--- config.mk ---
export PLATFORM = sky130hd
export DESIGN_NAME = evirq_ctrl
export DESIGN_NICKNAME = d
export VERILOG_FILES = /design/src/rtl/evirq_pkg.sv /design/src/rtl/evirq_tick.sv /design/src/rtl/evirq_capture.sv /design/src/rtl/evirq_readout.sv /design/src/rtl/evirq_ctrl.sv
export SDC_FILE = /design/constraint.sdc
export NUM_CORES = 1
export LEC_CHECK = 0
export BUFFER_PORTS_ARGS = -buffer_cell sky130_fd_sc_hd__buf_2
export CAP_MARGIN = 25
export CORE_AREA = 2 2 193 195
export DETAILED_ROUTE_END_ITERATION = 10
export DIE_AREA = 0 0 195 197
export GPL_TIMING_DRIVEN = 0
export PLACE_DENSITY = 0.56
export SYNTH_ARGS = -nofsm -noshare
export SYNTH_HDL_FRONTEND = slang
export SYNTH_HIERARCHICAL = 1
export SYNTH_SLANG_ARGS = --single-unit
--- constraint.sdc ---
create_clock -name clk -period 3.8 [get_ports clk]
set_clock_uncertainty 0.05 [all_clocks]
set_input_delay 0.19 -clock clk [delete_from_list [all_inputs] [get_ports clk]]
set_output_delay 0.19 -clock clk [all_outputs]
set_load 0.02 [all_outputs]
--- src/rtl/evirq_pkg.sv ---
package evirq_pkg;
   localparam int unsigned EV_TICK = 0;
   localparam int unsigned EV_AUTO = 2;
   localparam int unsigned EV_BUS  = 4;
   localparam logic [7:0]  BUS_GROUP = 8'h14;
   localparam logic [7:0]  MASK_INIT = 8'h11;
   typedef enum logic { OP_ACK = 1'b0, OP_MASK = 1'b1 } evirq_op_e;
endpackage

--- src/rtl/evirq_tick.sv ---
module evirq_tick #(
   parameter int unsigned PERIOD = 100_000_000,
   localparam int unsigned CW = $clog2(PERIOD)
) (
   input  logic clk,
   input  logic rst_n,
   output logic pulse
);
   logic [CW-1:0] cnt_q;
   logic          wrap;

   assign wrap  = (cnt_q == CW'(PERIOD - 1));
   assign pulse = wrap;

   // free-running wrap counter: the period never drifts
   always_ff @(posedge clk or negedge rst_n) begin
      if (!rst_n)    cnt_q <= '0;
      else if (wrap) cnt_q <= '0;
      else           cnt_q <= cnt_q + 1'b1;
   end
endmodule

--- src/rtl/evirq_capture.sv ---
module evirq_capture #(
   parameter int unsigned DEPTH = 32,
   localparam int unsigned IW = $clog2(DEPTH),
   localparam int unsigned SW = $clog2(DEPTH + 1)
) (
   input  logic          clk,
   input  logic          rst_n,
   input  logic          hold,
   input  logic          bus_valid,
   input  logic          bus_end,
   input  logic          bus_auto,
   input  logic [7:0]    bus_byte,
   input  logic          bus_pend,
   input  logic          clr_size,
   input  logic [IW-1:0] rd_idx,
   output logic [7:0]    rd_data,
   output logic [SW-1:0] size,
   output logic          set_bus,
   output logic          set_auto
);
   logic [SW-1:0] cnt_q, size_q, cap, off;
   logic          busy_q, keep_q;
   logic          beat, fin_evt, accept, wr_en, fin, fin_sol, fin_auto;
   logic [IW-1:0] widx;
   logic [DEPTH-1:0][7:0] mem;

   assign beat    = bus_valid & ~bus_end & ~hold;
   assign fin_evt = bus_end & ~hold;
   // acceptance is decided once, at the first event of a reply
   assign accept  = busy_q ? keep_q : (~bus_auto | ~bus_pend);
   assign cap     = bus_auto ? SW'(DEPTH) : SW'(DEPTH - 2);
   assign off     = bus_auto ? SW'(0) : SW'(2);
   assign wr_en   = beat & accept & (cnt_q < cap);
   assign widx    = IW'(cnt_q + off);
   assign fin      = fin_evt & accept;
   assign fin_sol  = fin & ~bus_auto;
   assign fin_auto = fin & bus_auto & (cnt_q != '0);

   always_ff @(posedge clk or negedge rst_n) begin
      if (!rst_n) begin
         busy_q <= 1'b0;
         keep_q <= 1'b0;
         cnt_q  <= '0;
         size_q <= '0;
      end else begin
         if (fin_evt) begin
            busy_q <= 1'b0;
            keep_q <= 1'b0;
            cnt_q  <= '0;
         end else if (beat) begin
            busy_q <= 1'b1;
            keep_q <= accept;
            if (wr_en) cnt_q <= cnt_q + 1'b1;
         end
         if (clr_size)      size_q <= '0;
         else if (fin_sol)  size_q <= (cnt_q == '0) ? SW'(1) : cnt_q + SW'(2);
         else if (fin_auto) size_q <= cnt_q;
      end
   end

   for (genvar g = 0; g < DEPTH; g++) begin : g_ent
      logic [7:0] ent_q;
      always_ff @(posedge clk) begin
         if (fin_sol && g == 0)                ent_q <= {7'b0, cnt_q != '0};
         else if (fin_sol && g == 1)           ent_q <= 8'(cnt_q);
         else if (wr_en && widx == IW'(g))     ent_q <= bus_byte;
      end
      assign mem[g] = ent_q;
   end

   assign rd_data  = mem[rd_idx];
   assign size     = size_q;
   assign set_bus  = fin_sol | fin_auto;
   assign set_auto = fin_auto;
endmodule

--- src/rtl/evirq_readout.sv ---
module evirq_readout #(
   parameter int unsigned DEPTH = 32,
   localparam int unsigned IW = $clog2(DEPTH),
   localparam int unsigned LW = $clog2(DEPTH + 2)
) (
   input  logic          clk,
   input  logic          rst_n,
   input  logic          fire,
   input  logic [7:0]    hdr,
   input  logic [LW-1:0] len,
   input  logic [7:0]    rd_data,
   output logic [IW-1:0] rd_idx,
   output logic          active,
   output logic          rsp_valid,
   output logic [7:0]    rsp_byte,
   output logic          rsp_last
);
   logic          act_q;
   logic [LW-1:0] pos_q, len_q;
   logic [7:0]    hdr_q;
   logic          at_end;

   assign at_end = (pos_q == len_q - 1'b1);

   always_ff @(posedge clk or negedge rst_n) begin
      if (!rst_n) begin
         act_q <= 1'b0;
         pos_q <= '0;
         len_q <= '0;
         hdr_q <= '0;
      end else if (fire) begin
         act_q <= 1'b1;
         pos_q <= '0;
         len_q <= len;
         hdr_q <= hdr;
      end else if (act_q) begin
         if (at_end) act_q <= 1'b0;
         else        pos_q <= pos_q + 1'b1;
      end
   end

   assign rd_idx    = IW'(pos_q - 1'b1);
   assign active    = act_q;
   assign rsp_valid = act_q;
   assign rsp_last  = act_q & at_end;
   assign rsp_byte  = (pos_q == '0) ? hdr_q : rd_data;
endmodule

--- src/rtl/evirq_ctrl.sv ---
module evirq_ctrl
   import evirq_pkg::*;
#(
   parameter int unsigned DEPTH       = 32,
   parameter int unsigned TICK_CYCLES = 100_000_000,
   parameter int unsigned ARGC_W      = 8
) (
   input  logic              clk,
   input  logic              rst_n,
   input  logic              cmd_valid,
   input  logic              cmd_op,
   input  logic [ARGC_W-1:0] cmd_argc,
   input  logic [7:0]        cmd_arg,
   input  logic              bus_valid,
   input  logic              bus_end,
   input  logic              bus_auto,
   input  logic [7:0]        bus_byte,
   output logic              bus_hold,
   output logic              irq_n,
   output logic              rsp_valid,
   output logic [7:0]        rsp_byte,
   output logic              rsp_last
);
   localparam int unsigned IW = $clog2(DEPTH);
   localparam int unsigned SW = $clog2(DEPTH + 1);
   localparam int unsigned LW = $clog2(DEPTH + 2);

   if (DEPTH < 3 || DEPTH > 256) begin : g_bad_depth
      $error("evirq_ctrl: DEPTH must lie in 3..256");
   end
   if (TICK_CYCLES < 2) begin : g_bad_tick
      $error("evirq_ctrl: TICK_CYCLES must be at least 2");
   end

   logic [7:0]    pend_q, mask_q, clr, set;
   logic          tick_pulse, set_bus, set_auto, active;
   logic          ack_fire, mask_wr, bus_pend;
   logic [SW-1:0] size;
   logic [IW-1:0] rd_idx;
   logic [7:0]    rd_data, hdr;
   logic [LW-1:0] len;

   assign bus_pend = pend_q[EV_BUS];
   assign ack_fire = cmd_valid & (cmd_op == OP_ACK) & (cmd_argc == '0) & ~active;
   assign mask_wr  = cmd_valid & (cmd_op == OP_MASK) & (cmd_argc == ARGC_W'(1));
   assign hdr      = bus_pend ? (pend_q & BUS_GROUP) : pend_q;
   assign len      = bus_pend ? LW'(size) + LW'(1) : LW'(1);
   assign clr      = ack_fire ? (bus_pend ? BUS_GROUP : 8'hFF) : 8'h00;

   always_comb begin
      set           = 8'h00;
      set[EV_TICK]  = tick_pulse;
      set[EV_AUTO]  = set_auto;
      set[EV_BUS]   = set_bus;
   end

   // a new event in the ack cycle wins over the clear
   always_ff @(posedge clk or negedge rst_n) begin
      if (!rst_n) begin
         pend_q <= 8'h00;
         mask_q <= MASK_INIT;
      end else begin
         pend_q <= (pend_q & ~clr) | set;
         if (mask_wr) mask_q <= cmd_arg;
      end
   end

   assign irq_n    = ~|(pend_q & mask_q);
   assign bus_hold = active | ack_fire;

   evirq_tick #(.PERIOD(TICK_CYCLES)) u_tick (
      .clk(clk), .rst_n(rst_n), .pulse(tick_pulse)
   );

   evirq_capture #(.DEPTH(DEPTH)) u_cap (
      .clk(clk), .rst_n(rst_n), .hold(bus_hold),
      .bus_valid(bus_valid), .bus_end(bus_end), .bus_auto(bus_auto),
      .bus_byte(bus_byte), .bus_pend(bus_pend), .clr_size(ack_fire & bus_pend),
      .rd_idx(rd_idx), .rd_data(rd_data), .size(size),
      .set_bus(set_bus), .set_auto(set_auto)
   );

   evirq_readout #(.DEPTH(DEPTH)) u_rd (
      .clk(clk), .rst_n(rst_n), .fire(ack_fire), .hdr(hdr), .len(len),
      .rd_data(rd_data), .rd_idx(rd_idx), .active(active),
      .rsp_valid(rsp_valid), .rsp_byte(rsp_byte), .rsp_last(rsp_last)
   );
endmodule

==> Yosys cells after proc, flatten, opt, wreduce, memory -nomap -nowiden <==
Cells that the tools add are included.
{ "op_classes": {"add_sub_neg": 8, "multipliers": 0, "n_div": 0, "magnitude_cmp": 2, "n_eq_ne": 35, "shift": 0, "n_mux": 32, "bitwise": 29, "reduce_logical": 47} }
{ "op_table": {"columns": ["cell", "count"], "rows": [
  ["$mux 6", 14],
  ["$eq 5x5->1 const B", 16],
  ["$bmux 8 s5", 1],
  ["$eq 5x4->1 const B", 8],
  ["$mux 8", 5],
  ["$logic_and 1x1->1", 32],
  ["$add 27x1->27 const B", 1],
  ["$eq 27x27->1 const B", 1],
  ["$mux 27", 1],
  ["$eq 5x3->1 const B", 4],
  ["$add 6x1->6 const B", 3],
  ["$and 1x1->1", 16],
  ["$and 8x8->8", 2],
  ["$logic_not 6->1", 2],
  ["$eq 5x2->1 const B", 2],
  ["$mux 1", 10],
  ["$reduce_bool 2->1", 5],
  ["$eq 8x1->1 const B", 1],
  ["$logic_not 8->1", 1],
  ["$not 8->8", 1],
  ["$or 8x5->8", 1],
  ["$reduce_or 8->1", 1],
  ["$add 6x2->6 const B", 1],
  ["$eq 6x6->1", 1],
  ["15 further kinds", 23]
]} }
{ "totals": {"register_bits": 334, "latchBits": 0, "mem_bits_rw": 0, "mem_bits_ro": 0, "in_bits": 31, "word_cells": 198, "memories": 0} }

==> Depth between registers and ports, before layout <==
{ "logic_depth": {"word_depth": 13, "mapped_depth": 11, "ltp_nobuf": 9} }

==> By module <==
The synthesis kept the hierarchy.
{ "modules_own_cells": {"columns": ["module", "instances", "cells_per_inst", "area_each_um2", "seq_area_each_um2"], "rows": [
  ["evirq_capture", 1, 604, 10951.8, 7947.6],
  ["evirq_tick", 1, 134, 1332.5, 675.6],
  ["evirq_readout", 1, 113, 1232.4, 525.5],
  ["evirq_ctrl", 1, 75, 875.8, 402.9]
]} }

==> Least setup slack after synthesis <==
No wires, ideal clock.
{ "synth_path": {"path_kind": "register -> output", "startpoint": "register u_rd.pos_q[0]", "endpoint": "output port rsp_byte[4]", "arrival_time_ps": 2447, "required_ps": 3560, "slack_ps": 1113, "stages_incl_launch_ff": 11, "path_cell_list": "dfrtp_1 -> buf_2 -> inv_1 -> ha_1 -> inv_1 -> buf_4 -> buf_2 -> mux4_2 -> o22ai_1 -> nor4_1 -> mux2_1"} }
{ "synth_via": {"elab_chain_cells": 4, "elab_cells_between_ends": 5, "classes_between": "add/sub: 1; mux: 3; reduce/logical: 1"} }
{ "synth_lines": {"columns": ["item", "line", "text"], "rows": [
  ["start, declared", "evirq_readout.sv:19", "logic [LW-1:0] pos_q, len_q;"],
  ["start signal, assigned", "evirq_readout.sv:38", "else pos_q <= pos_q + 1'b1;"],
  ["$sub 5x1->5", "evirq_readout.sv:42", "assign rd_idx = IW'(pos_q - 1'b1);"],
  ["named net rd_idx[0]", "evirq_ctrl.sv:39", "logic [IW-1:0] rd_idx;"],
  ["$bmux 8 s5", "evirq_capture.sv:71", "assign rd_data = mem[rd_idx];"],
  ["$mux 8 (implied by the code)", "evirq_capture.sv:71", null],
  ["named net rd_data[4]", "evirq_ctrl.sv:40", "logic [7:0] rd_data, hdr;"],
  ["$mux 8", "evirq_readout.sv:46", "assign rsp_byte = (pos_q == '0) ? hdr_q : rd_data;"],
  ["end, declared", "evirq_ctrl.sv:21", "output logic [7:0] rsp_byte,"]
]} }
The timed path passes the listed nets, and every way through them passes these cells. The select of a mux whose other input is x is not followed.

==> Worst setup path after layout <==
{ "layout_path": {"startpoint": "register u_rd.pos_q[0]", "endpoint": "output port rsp_byte[6]"} }
Same word-level chain as after synthesis.

==> impl_results.md <==
- Fraction of layout cells with a size suffix above 1: 23.8%
- DR DRC count: 0
- Initial antenna violation count: 0
- I/O Buffers: 42
- TritonRoute pass-1 iters: 5
- Setup WS pre-CTS: about 270 ps
- Data arrival time of the worst path: between 3000 and 4000 ps
- Slowest cell on crit path: mux4_2
- Yosys cell types: between 70 and 80
- Final slew viol count: 0
- Setup TNS: 0 ps
- Cts bufs inserted: 37
- Area Overhead vs Synth: 16.6%
- Asr flop ratio synth: between 20% and 30%
- Critical hold path startpoint: cmd_argc[1]
- Drt via density: between 5 and 6
- Starting Density: between 30% and 40%
- FF/Latch Area: approximately 9600 sq um
- Sequential element share of the synthesized area: about two thirds
- Clock Root Buffer: clkbuf_16
- Top-area cell type share of the netlist area: around half
- Area contributors post-synth: edfxtp_1, dfrtp_1, mux4_2
- Final Net Count: roughly 1100
- Ys Warns: 6
- FF-to-FF Start: u_rd/active
- TritonCTS clock tree: built
- Routed via count: 8217
- FILL cells: between 3000 and 4000
- Crit path from: u_rd/pos_q[0]
- Post-Layout Cell Count: around 1500
- Max Freq: approximately 270 MHz
- Crit share post-route: 96.5%
- Core Util, Final: 46.3%
- Pwr Density: 710 nW/um^2
- Data required, critical path: ~3600 ps
- CP max stage delay: ~400 ps
- RSZ-0062 raised after global routing: false
- Clock transition at path regs: roughly 60 ps
- DIE AREA: 38400 sq um
- Grt total ovfl: 0
- Seq cells post-synth: 334
- Minimum clock period: roughly 3700 ps
- Detail Route Antenna Nets: 0
- Count leader, synth: edfxtp_1
- Critical setup path kind: reg2out
- Worst setup EP type: primary output
- Die W: ~200 um
- Total Power: 0.0119 W
- IO Pins: 43
- Clock Path Buffers: 3
- H-tree Lvls: 2
- Slew HR: ~38%
- Mapped Avg Cell Area: roughly 16 sq um
- Largest net degree at the start of global routing: 66
- Mapped cell area: 14400 sq um
- Crit-path max FO: 10
- WL per Instance: between 20 and 25 um
- HPWL after DPL: 21400 um
- # setup viols final: 0
- Post-Place Cells: between 1000 and 1500
- Top FF cell, synth: edfxtp_1
- Number of flops mapped to enable cells by yosys: ~250
- Final WS setup: ~130 ps
- Area leader, netlist: edfxtp_1
- Outcome: finished, final reports clean
- Final hold violation count: 0
- Synthesized Nets: slightly below 1000
- Row cnt: 70
- Multi-input logic area: roughly 4700 sq um
- CP startpoint kind: flip-flop
- Slew @ Worst Pin: roughly 930 ps
- Pleak: 5.87 nW
- Maximum vdd drop: 0.371 mV
- Core area: 36300 sq um
- Vias in the first global route: about 8500
- HP Class: in2reg
- Placer congestion estimate: 0.791
- Synth top cells by count: edfxtp_1, dfrtp_1, nor2_1
- CP dominant cell by count: buf_2
- Maxcap violations: 0
- Clock sink count: 334
- Initial DRC Count: 650
- Syn Inst Count: around 930
- First-pass GRT wire length: 50100 um
- Die height: a little under 200 um
- Gr usage total: between 10% and 20%
- WL final: 32200 um
- Clock Latency Late Sink: about 520 ps
- Crit path cell chain: buf_2, inv_1, ha_1, xor2_1, buf_2, clkbuf_2, mux4_2, o22ai_1, nor4_2, mux2_1, buf_2
-- registers in the layout (all words and copies together) (netlist names) --
| signal | flops |
|---|---|
| u_rd/pos_q | 6 |
| u_rd/active | 1 |
| u_cap/cnt_q | 6 |
| u_rd/len_q | 6 |
| u_cap/size | 6 |
| u_cap/keep_q | 1 |
| u_tick/cnt_q | 27 |
| pend_q | 8 |
| u_rd/hdr_q | 8 |
| mask_q | 8 |
| u_cap/g_ent.ent_q | 256 |
| u_cap/busy_q | 1 |
-- kinds of logic (layout without fill, tap and decap cells) --
family / count (synthesis) / in the layout / share of synthesized area [%]
adder cells (fa/ha/maj): 15 / 15 / 1.30
flip-flops: 334 / 334 / 66.4
AND/OR/NAND/NOR: 262 / 262 / 9.89
AO/OA/AOI/OAI: 121 / 121 / 5.37
XOR/XNOR: 35 / 35 / 2.18
multiplexers: 96 / 96 / 12.7
other: 0 / 1 / 0
buffers and inverters: 63 / 186 / 2.19
-- report_power, final --
group          internal [W]  total [W]  switching [W]
registers           0.00400    0.00407      0.0000713
clock network       0.00206    0.00348        0.00142
logic               0.00200    0.00436        0.00236
-- path summary, 6_finish.rpt --
| check | slack (ps) | endpoint | depth (start not counted) |
|---|---|---|---|
| setup / recovery | 130 | rsp_byte[6] | 11 |
| hold / removal | 30 | pend_q[2] | 4 |
| setup reg to reg | 660 | u_cap/g_ent[26].ent_q[0] | 6 |
| hold reg to reg | 420 | u_tick/cnt_q[0] | 1 |
| max in group asynchronous | 3020 | mask_q[0] | 3 |
| min in group asynchronous | 50 | u_cap/cnt_q[5] | 2 |
-- metrics by stage --
stage	hold WS (ps)	instance area (sq um)
2_1_floorplan	-156	14400
3_3_place_gp	373	15200
3_5_place_dp	18.4	15200
4_1_cts	4.99	16700
5_1_grt	50.7	16800
6_report	34.6	16800
-- area by class of cell --
cell class                      count  share of cell area, %
Inverter                           18                  0.403
Sequential cell                   334                   56.9
Timing Repair Buffer               57                   2.30
Multi-Input combinational cell    529                   28.1
Antenna cell                        1                 0.0149
Clock buffer                       47                   5.87
Clock inverter                     21                   1.19
Buffer                             43                   1.72
Tap cell                          468                   3.49
-- timing repair --
item,in CTS,in global routing
hold endpoints to repair,86,0
hold buffers,12,0
gates resized for setup,24,21
buffers inserted,0,1
endpoints found under the setup margin,8,8
-- placed cells by master (no fill, tap or decap), types with 12 or more instances in the layout --
master         count
nor2_1            66
xor2_1            17
a21oi_1           29
clkbuf_16         38
mux2_1            16
o21ai_0           22
edfxtp_1         247
nand3_1           32
nor3_1            12
nand4_1           17
xnor2_1           17
inv_1             18
o22ai_1           14
dlygate4sd3_1     12
ha_1              15
clkbuf_1          23
buf_2             53
nand2_1           48
mux4_2            64
dfrtp_1           76
o22ai_2           15
nor2b_1           12
-- layer usage --
metal	GRT usage [%]	routed length (um)
met5	0	0
met3	2.58	1320
met2	28.6	15800
met4	4.61	624
met1	23.5	14500
-- critical path: cells and delay by family (launching register included) --
family                   cells  cell delay, ps
AO/OA/AOI/OAI                1             320
AND/OR/NAND/NOR              1             110
multiplexers                 2             700
buffers and inverters        5            1050
flip-flops                   1             370
adder cells (fa/ha/maj)      1             190
XOR/XNOR                     1             150
Note: power is estimated with default switching activity, not from simulation.
